--- src/rtl/dma_regs_pkg.sv ---
package dma_regs_pkg;
  localparam int unsigned NUM_CH = 4;
  localparam int unsigned CH_W   = 2;

  typedef enum logic [2:0] {
    CTL_CMD     = 3'd0,
    CTL_REQ     = 3'd1,
    CTL_SMASK   = 3'd2,
    CTL_MODE    = 3'd3,
    CTL_CLRPTR  = 3'd4,
    CTL_MCLR    = 3'd5,
    CTL_CLRMASK = 3'd6,
    CTL_WMASK   = 3'd7
  } ctl_op_e;
endpackage

--- src/rtl/dma_chan_regs.sv ---
module dma_chan_regs #(
  parameter int unsigned DATA_W = 8
) (
  input  logic                  clk_i,
  input  logic                  rst_ni,
  input  logic                  wr_i,
  input  logic                  cnt_sel_i,
  input  logic                  hi_i,
  input  logic [DATA_W-1:0]     wdata_i,
  output logic [DATA_W-1:0]     rd_byte_o,
  output logic [2*DATA_W-1:0]   cur_addr_o,
  output logic [2*DATA_W-1:0]   cur_cnt_o
);
  localparam int unsigned REG_W = 2 * DATA_W;

  logic [1:0][REG_W-1:0] cur_all;

  for (genvar r = 0; r < 2; r++) begin : g_reg
    logic [REG_W-1:0] base_q, cur_q;
    logic             hit;
    assign hit = wr_i && (cnt_sel_i == 1'(r));

    always_ff @(posedge clk_i or negedge rst_ni) begin
      if (!rst_ni) begin
        base_q <= '0;
        cur_q  <= '0;
      end else if (hit) begin
        if (hi_i) begin
          base_q[REG_W-1:DATA_W] <= wdata_i;
          cur_q                  <= {wdata_i, base_q[DATA_W-1:0]};
        end else begin
          base_q[DATA_W-1:0] <= wdata_i;
        end
      end
    end

    assign cur_all[r] = cur_q;
  end

  assign cur_addr_o = cur_all[0];
  assign cur_cnt_o  = cur_all[1];
  assign rd_byte_o  = hi_i ? cur_all[cnt_sel_i][REG_W-1:DATA_W]
                           : cur_all[cnt_sel_i][DATA_W-1:0];
endmodule

--- src/rtl/dma_ctrl_regs.sv ---
module dma_ctrl_regs
  import dma_regs_pkg::*;
#(
  parameter int unsigned DATA_W = 8
) (
  input  logic                       clk_i,
  input  logic                       rst_ni,
  input  logic                       wr_i,
  input  logic                       rd_i,
  input  ctl_op_e                    op_i,
  input  logic [DATA_W-1:0]          wdata_i,
  input  logic                       chan_acc_i,
  input  logic [NUM_CH-1:0]          tc_i,
  output logic                       ptr_o,
  output logic [NUM_CH-1:0]          mask_o,
  output logic [2*NUM_CH-1:0]        status_o,
  output logic [DATA_W-1:0]          cmd_o,
  output logic [NUM_CH*DATA_W-1:0]   mode_o
);
  logic                 ptr_q, ptr_d;
  logic [NUM_CH-1:0]    mask_q, mask_d;
  logic [2*NUM_CH-1:0]  stat_q, stat_d;
  logic [DATA_W-1:0]    cmd_q, cmd_d;
  logic [CH_W-1:0]      ch;
  logic                 mclr;

  assign ch   = wdata_i[CH_W-1:0];
  assign mclr = wr_i && (op_i == CTL_MCLR);

  always_comb begin
    ptr_d  = ptr_q;
    mask_d = mask_q;
    stat_d = stat_q;
    cmd_d  = cmd_q;
    if (chan_acc_i) ptr_d = ~ptr_q;
    if (wr_i) begin
      unique case (op_i)
        CTL_CMD:     cmd_d = wdata_i;
        CTL_REQ: begin
          if (wdata_i[2]) begin
            stat_d[NUM_CH + 32'(ch)] = 1'b1;
          end else begin
            stat_d[NUM_CH + 32'(ch)] = 1'b0;
            stat_d[ch]               = 1'b0;
          end
        end
        CTL_SMASK:   mask_d[ch] = wdata_i[2];
        CTL_MODE:    ;
        CTL_CLRPTR:  ptr_d = 1'b0;
        CTL_MCLR: begin
          ptr_d  = 1'b0;
          mask_d = '1;
          stat_d = '0;
          cmd_d  = '0;
        end
        CTL_CLRMASK: mask_d = '0;
        CTL_WMASK:   mask_d = wdata_i[NUM_CH-1:0];
        default:     ;
      endcase
    end else if (rd_i && (op_i == CTL_CMD)) begin
      stat_d[NUM_CH-1:0] = '0;
    end
    stat_d[NUM_CH-1:0] = stat_d[NUM_CH-1:0] | tc_i;
  end

  always_ff @(posedge clk_i or negedge rst_ni) begin
    if (!rst_ni) begin
      ptr_q  <= 1'b0;
      mask_q <= '1;
      stat_q <= '0;
      cmd_q  <= '0;
    end else begin
      ptr_q  <= ptr_d;
      mask_q <= mask_d;
      stat_q <= stat_d;
      cmd_q  <= cmd_d;
    end
  end

  for (genvar c = 0; c < NUM_CH; c++) begin : g_mode
    logic [DATA_W-1:0] mode_q;
    always_ff @(posedge clk_i or negedge rst_ni) begin
      if (!rst_ni)                                              mode_q <= '0;
      else if (wr_i && (op_i == CTL_MODE) && (ch == CH_W'(c)))  mode_q <= wdata_i;
    end
    assign mode_o[c*DATA_W +: DATA_W] = mode_q;
  end

  assign ptr_o    = ptr_q;
  assign mask_o   = mask_q;
  assign status_o = stat_q;
  assign cmd_o    = cmd_q;

  logic unused_mclr;
  assign unused_mclr = mclr;
endmodule

--- src/rtl/dma_host_regs.sv ---
module dma_host_regs
  import dma_regs_pkg::*;
#(
  parameter int unsigned DATA_W = 8,
  parameter int unsigned ADDR_W = 4
) (
  input  logic                           clk_i,
  input  logic                           rst_ni,
  input  logic                           chan_sel_i,
  input  logic                           ctl_sel_i,
  input  logic                           wr_i,
  input  logic                           rd_i,
  input  logic [ADDR_W-1:0]              addr_i,
  input  logic [DATA_W-1:0]              wdata_i,
  input  logic [NUM_CH-1:0]              tc_i,
  output logic [DATA_W-1:0]              rdata_o,
  output logic [NUM_CH-1:0]              mask_o,
  output logic [NUM_CH-1:0]              req_o,
  output logic [NUM_CH-1:0]              autoinit_o,
  output logic [DATA_W-1:0]              cmd_o,
  output logic [NUM_CH*DATA_W-1:0]       mode_o,
  output logic [NUM_CH*2*DATA_W-1:0]     cur_addr_o,
  output logic [NUM_CH*2*DATA_W-1:0]     cur_cnt_o
);
  localparam int unsigned REG_W = 2 * DATA_W;

  logic                       in_range;
  logic                       chan_acc, chan_wr, ctl_wr, ctl_rd;
  logic [CH_W-1:0]            chan_idx;
  logic                       byte_ptr;
  logic [2*NUM_CH-1:0]        status_w;
  ctl_op_e                    op;
  logic [NUM_CH-1:0][DATA_W-1:0] chan_rd;

  assign in_range = ~addr_i[ADDR_W-1];
  assign chan_acc = chan_sel_i && in_range && (wr_i || rd_i);
  assign chan_wr  = chan_acc && wr_i;
  assign chan_idx = addr_i[CH_W:1];
  assign ctl_wr   = !chan_sel_i && ctl_sel_i && in_range && wr_i;
  assign ctl_rd   = !chan_sel_i && ctl_sel_i && in_range && rd_i && !wr_i;
  assign op       = ctl_op_e'(addr_i[2:0]);

  dma_ctrl_regs #(.DATA_W(DATA_W)) u_ctrl (
    .clk_i      (clk_i),
    .rst_ni     (rst_ni),
    .wr_i       (ctl_wr),
    .rd_i       (ctl_rd),
    .op_i       (op),
    .wdata_i    (wdata_i),
    .chan_acc_i (chan_acc),
    .tc_i       (tc_i),
    .ptr_o      (byte_ptr),
    .mask_o     (mask_o),
    .status_o   (status_w),
    .cmd_o      (cmd_o),
    .mode_o     (mode_o)
  );

  for (genvar c = 0; c < NUM_CH; c++) begin : g_chan
    dma_chan_regs #(.DATA_W(DATA_W)) u_chan (
      .clk_i      (clk_i),
      .rst_ni     (rst_ni),
      .wr_i       (chan_wr && (chan_idx == CH_W'(c))),
      .cnt_sel_i  (addr_i[0]),
      .hi_i       (byte_ptr),
      .wdata_i    (wdata_i),
      .rd_byte_o  (chan_rd[c]),
      .cur_addr_o (cur_addr_o[c*REG_W +: REG_W]),
      .cur_cnt_o  (cur_cnt_o[c*REG_W +: REG_W])
    );
    assign autoinit_o[c] = mode_o[c*DATA_W + 4];
  end

  assign req_o = status_w[2*NUM_CH-1:NUM_CH];

  always_comb begin
    rdata_o = '1;
    if (chan_acc && !wr_i) begin
      rdata_o = chan_rd[chan_idx];
    end else if (ctl_rd) begin
      if (op == CTL_CMD)        rdata_o = status_w;
      else if (op == CTL_WMASK) rdata_o = {{(DATA_W-NUM_CH){1'b1}}, mask_o};
    end
  end
endmodule

--- config.mk ---
export PLATFORM = sky130hd
export DESIGN_NAME = dma_host_regs
export DESIGN_NICKNAME = d
export VERILOG_FILES = /design/src/rtl/dma_regs_pkg.sv /design/src/rtl/dma_chan_regs.sv /design/src/rtl/dma_ctrl_regs.sv /design/src/rtl/dma_host_regs.sv
export SDC_FILE = /design/constraint.sdc
export NUM_CORES = 1
export LEC_CHECK = 0
export ABC_AREA = 1
export BUFFER_PORTS_ARGS = -buffer_cell sky130_fd_sc_hd__buf_2
export CAP_MARGIN = 20
export CORE_UTILIZATION = 40
export DETAILED_ROUTE_END_ITERATION = 10
export GPL_TIMING_DRIVEN = 1
export PLACE_DENSITY_LB_ADDON = 0.3
export SLEW_MARGIN = 20
export SYNTH_ARGS = -nofsm -noshare
export SYNTH_HDL_FRONTEND = slang
export SYNTH_HIERARCHICAL = 1
export SYNTH_SLANG_ARGS = --single-unit
--- constraint.sdc ---
create_clock -name clk_i -period 2.3 [get_ports clk_i]
set_input_delay 0.46 -clock clk_i [delete_from_list [all_inputs] [get_ports clk_i]]
set_output_delay 0.46 -clock clk_i [all_outputs]
set_load 0.03 [all_outputs]
==> results of run 1 <==
per-stage QoR:
| stage | instance area [um2] | util | worst slack, ns |
|---|---|---|---|
| after floorplan | 12900 | - | 0.283 |
| after global placement | 14400 | 0.457 | -0.133 |
| after detailed placement | 14400 | 0.457 | -0.157 |
| after CTS | 15800 | 0.500 | -0.284 |
| after global routing | 16100 | 0.508 | -0.301 |
| final | 16100 | 0.508 | -0.269 |
area by class of cell:
cell class,count,area (um2)
multi-input combinational,1059,5480
timing repair buffer,295,2000
sequential,245,6140
fill,3022,15600
timing repair inverter,3,31.3
clock inverter,4,51.3
tap,402,503
clock buffer,43,888
inverter,246,988
cell usage in the layout (no fill, tap or decap), drive strengths merged, types with 2 or more instances in the layout:
master    n
nor3      2
dfstp     4
clkinv    6
nor2     72
nand3   112
or2       4
nand2   647
inv     245
nand4   140
dfrtp   241
o21ai    79
buf     292
clkbuf   44
state kept, by name (all words and copies together) (netlist names), named ones only:
register                  cells
g_chan.u_chan/g.base_q       64
u_ctrl/cmd_o                  8
u_ctrl/ptr_o                  1
g_chan.u_chan/cur_cnt_o      64
g_chan.u_chan/cur_addr_o     64
u_ctrl/status_o               8
u_ctrl/g_mode.mode_q         32
worst max-delay path, stage by stage (launching register included):
cell	delay, ns
dfrtp_4	0.51
buf_12	0.19
buf_16	0.14
nand3_2	0.08
nand2_2	0.11
nand2_4	0.06
nand3_2	0.06
nor2_1	0.04
nor2_1	0.17
buf_4	0.20
power breakdown:
part | total (mW) | switching [mW] | internal (mW)
combinational | 5.24 | 3.49 | 1.75
sequential | 5.77 | 0.670 | 5.10
clock | 4.53 | 1.79 | 2.74
kinds of logic after synthesis:
logic type	share of synthesized area
AND/OR/NAND/NOR	0.340
buffers and inverters	0.132
flip-flops	0.475
AO/OA/AOI/OAI	0.0520
XOR/XNOR	0.000678
final timing paths:
kind / to / cells after the start / start / slack [ns]
min reg2reg: u_ctrl/g_mode[3].mode_q[0] / 1 / u_ctrl/g_mode[3].mode_q[0] / 0.46
max in group asynchronous: async pin / 3 / rst_ni / 1.16
min in group asynchronous: g_chan[2].u_chan/g_reg[0].base_q[0] / 2 / rst_ni / 0.43
max reg2reg: g_chan[3].u_chan/cur_cnt_o[14] / 6 / u_ctrl/ptr_o / 0.51
max: rdata_o[7] / 9 / u_ctrl/ptr_o / -0.27
min: u_ctrl/status_o[2] / 3 / tc_i[2] / 0.13
timing repair:
action | in CTS | in global routing
pin swaps | 39 | 54
setup buffers | 6 | 5
gates cloned | 5 | 2
endpoints found under the setup margin | 8 | 8
endpoints found under the hold margin | 42 | 0
hold buffers | 1 | 0
resized for setup | 80 | 61
per-layer routing:
metal	vias to the layer above	routed length [um]	track usage
met2	399	19000	0.400
met1	5663	18400	0.342
met3	61	2620	0.0407
met4	0	935	0.0644
li1	5619	-	-
met5	-	0	0
==> results.yml, run 1 <==
placement:
  place.detailed.instances: 2235
  detailedPlacementHpwl_mm: 28.2
  gpl.final_weighted_congestion: 0.904
  port_buffers: 209
layout:
  insertedDiodeCount: 0
  final_cell_count_no_fill: 2297
  area.growth.synth_to_final_pct: 24.5
  design.final.nets: 1900
  final_layout_size_suffix_gt1_frac: 0.289
grt:
  overflow: 0
  grt_max_degree: 55
  antenna_found_initial: 1
  groute.usage.overall: 0.247
  grt_pass1_wl_mm: 64.0
  vias_in_the_first_global_route: 11279
drt:
  drt-initial-drc-count: 991
  ant_nets_after_route: 0
  detail_route.drc_violations: 0
  drt-pass1-iter-count: 7
  detail_route.wl_per_cell_um: 17.8
  wirelength_mm: 41.0
  via_count: 11742
  route.detailed.vias_per_inst: 5.11
critical_path:
  cp-start-kind: "flop"
  worstPathRequired_ns: 1.84
  critPathMaxFanout: 8
  timing_worst_setup_path_type: "flop to output port"
  worstPathArrival_ns: 2.11
  cp-end-kind: "output port"
timing:
  achievable-frequency_ghz: 0.389
  rsz0062_at_grt: "true"
  setup-tns-final_ns: -1.75
  hold_ws_ns: 0.127
  finalHoldViolations: 0
  slew_limit_fails: 0
  layout_worst_path_cycle_share: 1.12
  worst_pin_slew_ns: 0.803
  clock_skews_ns: 0.00655
  setup_slack_ns: -0.269
  max-slew-margin-rel: 0.465
  final_setup_fails: 8
  layout_min_cycle_time_ns: 2.57
clock_tree:
  tritoncts: "built"
  clock_sink_count: 245
  cts_buffer_depth: 3
  cts-root-buf: "clkbuf_16"
  clock_insertion_delay_worst_skew_ns: 0.54
  cts_buffers: 28
  clk_transition_reported_paths_ns: 0.06
  h-tree-depth: 1
synth:
  postSynthAreaPerCell_um2: 7.88
  synth.yosys.seq_area_share: 0.475
  yosysTopAreaCell: "dfrtp_1"
  postSynth.asyncResetShare: 1.00
  synth.distinct_cells: 29
  synth_top_cells_by_area: "dfrtp_1 47%, nand2_1 19%, inv_1 6.8%"
  netlist.area_leader.share: 0.467
  synth-edff-count: 0
  synth_cells: 1640
  yosysMostFrequentCell: "nand2_1"
  ranking_of_synthesized_cells_by_instance_count: "645 x nand2_1, 241 x dfrtp_1, 234 x inv_1, 139 x nand4_1, 92 x nand3_1"
  yosys_most_used_dff: "dfrtp_1"
  syn-num-nets: 1662
  yosys_warnings: 6
  netlist_area_um2: 12900
  synth_seq_cells: 245
floorplanning:
  initial_cell_density_of_the_core: 0.408
  die_width_um: 182
  core-area_um2: 31600
  placement_rows: 65
  fp.dieArea_um2: 33000
  die_h_um: 182
  boundaryPins: 210
power_and_ir_drop:
  power-per-cell-area_nw_per_um2: 966
  leakage_nw: 8.89
  max-vdd-ir-drop_uv: 581
  finalPower_mw: 15.5
min_path:
  path_category_of_the_worst_min_delay_check: "input port to flop"
status:
  result_of_the_run: "finished with violations"
  violations: "setup timing"
flow_run:
  maxCapViolations: 0
Power figures use the tool's default switching activity.
==> inputs of run 2 (changes only) <==
PLACE_DENSITY_LB_ADDON = unset   (was 0.3)
SKIP_CTS_REPAIR_TIMING = 1   (was unset)
==> run 2 against run 1 <==
First-iteration DRC count fell by 11%. Maximum frequency up 0.98%. Non-clock buffer count is 11 higher. Setup slack better by 0.025 ns. Final area is 1.0% lower. Core utilization down 0.53 points. Clock power shrank 1%. Largest cell class unchanged. Combinational power decreased by 3%. Critical path type unchanged. The flow still finishes with violations (setup timing). Largest power group unchanged.
==> results.yml, run 2 (synthesized netlist as in run 1, its figures left out) <==
timing:
  worst_pin_slew_ns: 0.763
  layout_worst_path_cycle_share: 1.11
  final_setup_fails: 8
  clock_skews_ns: 0.00522
  setup_slack_ns: -0.244
  achievable-frequency_ghz: 0.393
  setup-tns-final_ns: -1.72
  rsz0062_at_grt: "true"
  finalHoldViolations: 0
  slew_limit_fails: 0
  layout_min_cycle_time_ns: 2.54
  max-slew-margin-rel: 0.492
power_and_ir_drop:
  netSwitchingFraction: 0.381
  power.share.sequential: 0.376
  power-per-cell-area_nw_per_um2: 963
  p_int_mw: 9.50
  max-vdd-ir-drop_uv: 606
  leakage_nw: 8.86
  proportion_of_power_drawn_by_combinational_gates: 0.333
  netSwitchingPower_mw: 5.84
  finalPower_mw: 15.3
  pwr-share-clk: 0.291
layout:
  layout_common_cells: "628 x nand2_1, 240 x dfrtp_1, 234 x inv_1, 199 x buf_2, 139 x nand4_1"
  postLayoutCoreUtil: 0.503
  final_cell_count_no_fill: 2307
  final_layout_size_suffix_gt1_frac: 0.277
  design.final.nets: 1908
  area.growth.synth_to_final_pct: 23.2
  insertedDiodeCount: 0
  final_common_cell: "nand2_1"
critical_path:
  cp-end-kind: "output port"
  critPathMaxFanout: 7
  worstPathArrival_ns: 2.08
  r2r_setup_slack_ns: 0.54
  cpLargestDelayFamily: "flip-flops"
  cp_max_stage_cell: "dfrtp_4"
  crit_path_cell_trace: "buf_12 > clkinv_8 > buf_8 > nand3_2 > nand2_2 > nand2_2 > nand3_2 > nor2_4 > nor2_4 > buf_6"
  timing_worst_setup_path_type: "flop to output port"
  largest_stage_delay_on_the_critical_path_ns: 0.51
  worstPathRequired_ns: 1.84
  cp-start-kind: "flop"
  crit_buf_inv: 4
clock_tree:
  cts-root-buf: "clkbuf_16"
  cts_buffers: 27
  cts_buffer_depth: 3
  tritoncts: "built"
  clock_insertion_delay_worst_skew_ns: 0.55
  h-tree-depth: 1
  clk_transition_reported_paths_ns: 0.06
  clock_sink_count: 245
drt:
  detail_route.wl_per_cell_um: 17.5
  drt-initial-drc-count: 879
  route.detailed.vias_per_inst: 5.05
  via_count: 11658
  drt-pass1-iter-count: 7
  detail_route.drc_violations: 0
  ant_nets_after_route: 0
  wirelength_mm: 40.5
floorplanning:
  core-area_um2: 31600
  boundaryPins: 210
  fp.dieArea_um2: 33000
  die_width_um: 182
  placement_rows: 65
  die_h_um: 182
  initial_cell_density_of_the_core: 0.408
status:
  violations: "setup timing"
  result_of_the_run: "finished with violations"
placement:
  detailedPlacementHpwl_mm: 28.1
  port_buffers: 209
  place.detailed.instances: 2241
  gpl.final_weighted_congestion: 0.887
grt:
  vias_in_the_first_global_route: 10925
  antenna_found_initial: 1
  grt_pass1_wl_mm: 62.4
  grt_max_degree: 65
  overflow: 0
  groute.usage.overall: 0.242
min_path:
  path_category_of_the_worst_min_delay_check: "input port to flop"
flow_run:
  maxCapViolations: 0
-- run 2: changes by cell type in the layout (fill, tap and decap cells not counted), sizes merged --
cell / delta
buf: +13
clkinvlp: -1
bufinv: +2
clkbuf: -4
bufbuf: -1
clkinv: +1
-- run 2: stage by stage --
step | area (um2) | setup WS (ns) | hold WS, ns
global route | 15900 | -0.329 | 0.116
global placement | 14500 | -0.0912 | 0.443
CTS | 15400 | -0.616 | -0.112
finish | 15900 | -0.244 | 0.124
floorplan | 12900 | 0.283 | 0.164
detailed placement | 14500 | -0.0990 | 0.450
-- run 2: tightest hold or removal path, stage by stage --
cell     delay [ns]
buf_2          0.08
inv_1          0.05
nand2_1        0.06
-- run 2: cell type report --
type / count / area, um2
Sequential cell: 245 / 6140
Clock inverter: 8 / 119
Multi-Input combinational cell: 1059 / 5340
Clock buffer: 40 / 785
Inverter: 246 / 988
Timing Repair inverter: 1 / 8.76
Timing Repair Buffer: 306 / 2040
Tap cell: 402 / 503
Fill cell: 3104 / 15700
-- run 2: layer usage --
| metal | vias up | global-route usage | share of wire |
|---|---|---|---|
| li1 | 5648 | - | - |
| met1 | 5594 | 0.336 | 0.45 |
| met2 | 353 | 0.393 | 0.47 |
| met3 | 61 | 0.0403 | 0.065 |
| met4 | 2 | 0.0566 | 0.021 |
| met5 | - | 0 | 0.00025 |
-- run 2: power groups by stage --
stage / clock, mW / sequential, mW / combinational, mW
6_report: 4.47 / 5.77 / 5.10
5_1_grt: 4.73 / 5.86 / 5.54
3_3_place_gp: 0 / 5.92 / 4.30
3_5_place_dp: 0 / 5.94 / 4.35
4_1_cts: 4.56 / 5.87 / 4.37
2_1_floorplan: 0 / 6.54 / 2.18
-- run 2: path summary, 6_finish.rpt --
check	endpoint	cells after the start	start
min	u_ctrl/status_o[0]	3	tc_i[0]
max	rdata_o[4]	10	u_ctrl/ptr_o
min in group asynchronous	g_chan[2].u_chan/cur_addr_o[5]	2	rst_ni
max in group asynchronous	g_chan[3].u_chan/g_reg[0].base_q[3]	3	rst_ni
min reg2reg	u_ctrl/g_mode[0].mode_q[0]	2	u_ctrl/g_mode[0].mode_q[0]
max reg2reg	g_chan[0].u_chan/cur_cnt_o[8]	8	u_ctrl/ptr_o
==> inputs of run 3 (changes only) <==
BUFFER_PORTS_ARGS = unset   (was -buffer_cell sky130_fd_sc_hd__buf_2)
DONT_BUFFER_PORTS = 1   (was unset)
==> run 3 against run 2 <==
The run ends with hold timing, setup timing left. Maximum frequency fell by 0.24%. Final cell count fell by 8.7%. Largest cell class unchanged. Hold slack got worse by 0.50 ns.
==> results.yml, run 3 (synthesized netlist as in run 1, its figures left out) <==
critical_path:
  worst_r2r_endpoint: "g_chan[1].u_chan/cur_cnt_o[3]"
  r2r_setup_slack_ns: 0.56
  cp-end-kind: "output port"
  cp-start-kind: "flop"
  cpLargestDelayFamily: "simple AND/OR/NAND/NOR gates"
  crit_path_cell_trace: "buf_12 > buf_16 > nand3_2 > nand2_1 > nand3_1 > nand3_1 > nor2_2 > nor2_2 > buf_6"
  worstPathRequired_ns: 1.84
  r2r_start: "u_ctrl/ptr_o"
  cp_max_stage_cell: "dfrtp_4"
  rr_worst_depth: 6
  critPathMaxFanout: 8
  crit_buf_inv: 3
  largest_stage_delay_on_the_critical_path_ns: 0.52
  timing_worst_setup_path_type: "flop to output port"
  worstPathArrival_ns: 2.09
grt:
  overflow: 0
  antenna_found_initial: 0
  groute.usage.overall: 0.235
  grt_max_degree: 246
  grt_pass1_wl_mm: 60.3
  vias_in_the_first_global_route: 10347
clock_tree:
  tritoncts: "built"
  clk_transition_reported_paths_ns: 0.06
  cts_buffer_depth: 3
  h-tree-depth: 1
  cts-root-buf: "clkbuf_16"
  clock_sink_count: 245
  clock_insertion_delay_worst_skew_ns: 0.54
  cts_buffers: 28
drt:
  wirelength_mm: 39.1
  route.detailed.vias_per_inst: 5.14
  detail_route.wl_per_cell_um: 18.6
  drt-pass1-iter-count: 7
  ant_nets_after_route: 0
  via_count: 10833
  drt-initial-drc-count: 918
  detail_route.drc_violations: 0
layout:
  fillCellCount: 3138
  final_cell_count_no_fill: 2106
  final_layout_size_suffix_gt1_frac: 0.174
  area.growth.synth_to_final_pct: 13.8
  multi_input_comb_area_um2: 5190
  stdcell_area_um2: 14700
  final_common_cell: "nand2_1"
  register_area_um2: 6140
  layout_common_cells: "638 x nand2_1, 237 x dfrtp_1, 234 x inv_1, 139 x nand4_1, 86 x buf_4"
  insertedDiodeCount: 0
  design.final.nets: 1705
timing:
  setup_slack_ns: -0.250
  achievable-frequency_ghz: 0.392
  max-slew-margin-rel: 0.569
  finalHoldViolations: 241
  rsz0062_at_grt: "true"
  worst_pin_slew_ns: 0.647
  layout_min_cycle_time_ns: 2.55
  final_setup_fails: 8
  clock_skews_ns: 0.0120
  hold_ws_ns: -0.380
  setup-tns-final_ns: -1.78
  slew_limit_fails: 0
  layout_worst_path_cycle_share: 1.11
power_and_ir_drop:
  netSwitchingFraction: 0.370
  netSwitchingPower_mw: 5.43
  power.share.sequential: 0.434
  max-vdd-ir-drop_uv: 616
  power-per-cell-area_nw_per_um2: 999
  leakage_nw: 7.76
  pwr-share-clk: 0.302
  p_int_mw: 9.25
  proportion_of_power_drawn_by_combinational_gates: 0.264
  finalPower_mw: 14.7
placement:
  gpl.final_weighted_congestion: 0.833
  port_buffers: 0
  standard_cell_area_after_detailed_placement_um2: 13400
  detailedPlace.worstSlack_ns: 0.106
  place.detailed.instances: 2035
  detailedPlacementHpwl_mm: 25.4
floorplanning:
  die_width_um: 182
  fp.dieArea_um2: 33000
  core-area_um2: 31600
  initial_cell_density_of_the_core: 0.408
  boundaryPins: 210
  die_h_um: 182
  placement_rows: 65
status:
  result_of_the_run: "finished with violations"
  violations: "hold timing, setup timing"
flow_run:
  maxCapViolations: 0
min_path:
  path_category_of_the_worst_min_delay_check: "input port to async pin"
[run 3: cell count changes in the layout (fill, tap and decap cells not counted), sizes merged]
cell / delta
buf: -205
dlygate4sd3: -1
clkinvlp: +1
clkbuf: +9
clkinv: -4
bufinv: -2
inv: +1
[run 3: power by group through the flow]
stage | clock network, mW | registers [mW] | logic, mW
6_report | 4.43 | 6.37 | 3.88
5_1_grt | 4.72 | 6.47 | 4.25
4_1_cts | 4.55 | 6.36 | 3.31
3_5_place_dp | 0 | 6.43 | 3.30
3_3_place_gp | 0 | 6.41 | 3.26
2_1_floorplan | 0 | 6.54 | 2.18
[run 3: cell type report]
| type | count | share of cell area |
|---|---|---|
| Clock inverter | 5 | 0.00358 |
| Multi-Input combinational cell | 1059 | 0.353 |
| Inverter | 246 | 0.0664 |
| Timing Repair Buffer | 103 | 0.0656 |
| Clock buffer | 46 | 0.0592 |
| Tap cell | 402 | 0.0342 |
| Sequential cell | 245 | 0.418 |
[run 3: how the worst max path moves through the flow]
stage	depth (start not counted)	from	slack (ns)	end
CTS	8	u_ctrl/ptr_o	-0.48	rdata_o[1]
detailed placement	8	u_ctrl/ptr_o	0.11	rdata_o[1]
global route	9	u_ctrl/ptr_o	-0.34	rdata_o[6]
floorplan	9	u_ctrl/ptr_o	0.28	rdata_o[3]
global placement	8	u_ctrl/ptr_o	0.12	rdata_o[0]
finish	9	u_ctrl/ptr_o	-0.25	rdata_o[0]
[run 3: through the flow]
step	utilization	hold slack, ns
after floorplan	-	0.164
after global placement	0.423	0.180
after detailed placement	0.423	0.179
after CTS	0.452	-0.398
after global routing	0.465	-0.406
final	0.465	-0.380
[run 3: worst reg2reg max path: stages, from the launching register on]
cell and delay [ns]:
dfrtp_4 0.52, buf_12 0.20, buf_16 0.14, buf_4 0.12, nand3_4 0.34, nand2_1 0.22, o21ai_2 0.07
[run 3: layer usage]
metal | global-route usage | wire (um) | part of all wire | up-vias
met5 | 0 | 0 | 0 | -
met3 | 0.0642 | 3450 | 0.088 | 70
met4 | 0.0749 | 1090 | 0.028 | 0
met1 | 0.312 | 16500 | 0.42 | 5162
li1 | - | - | - | 5219
met2 | 0.370 | 18000 | 0.46 | 382
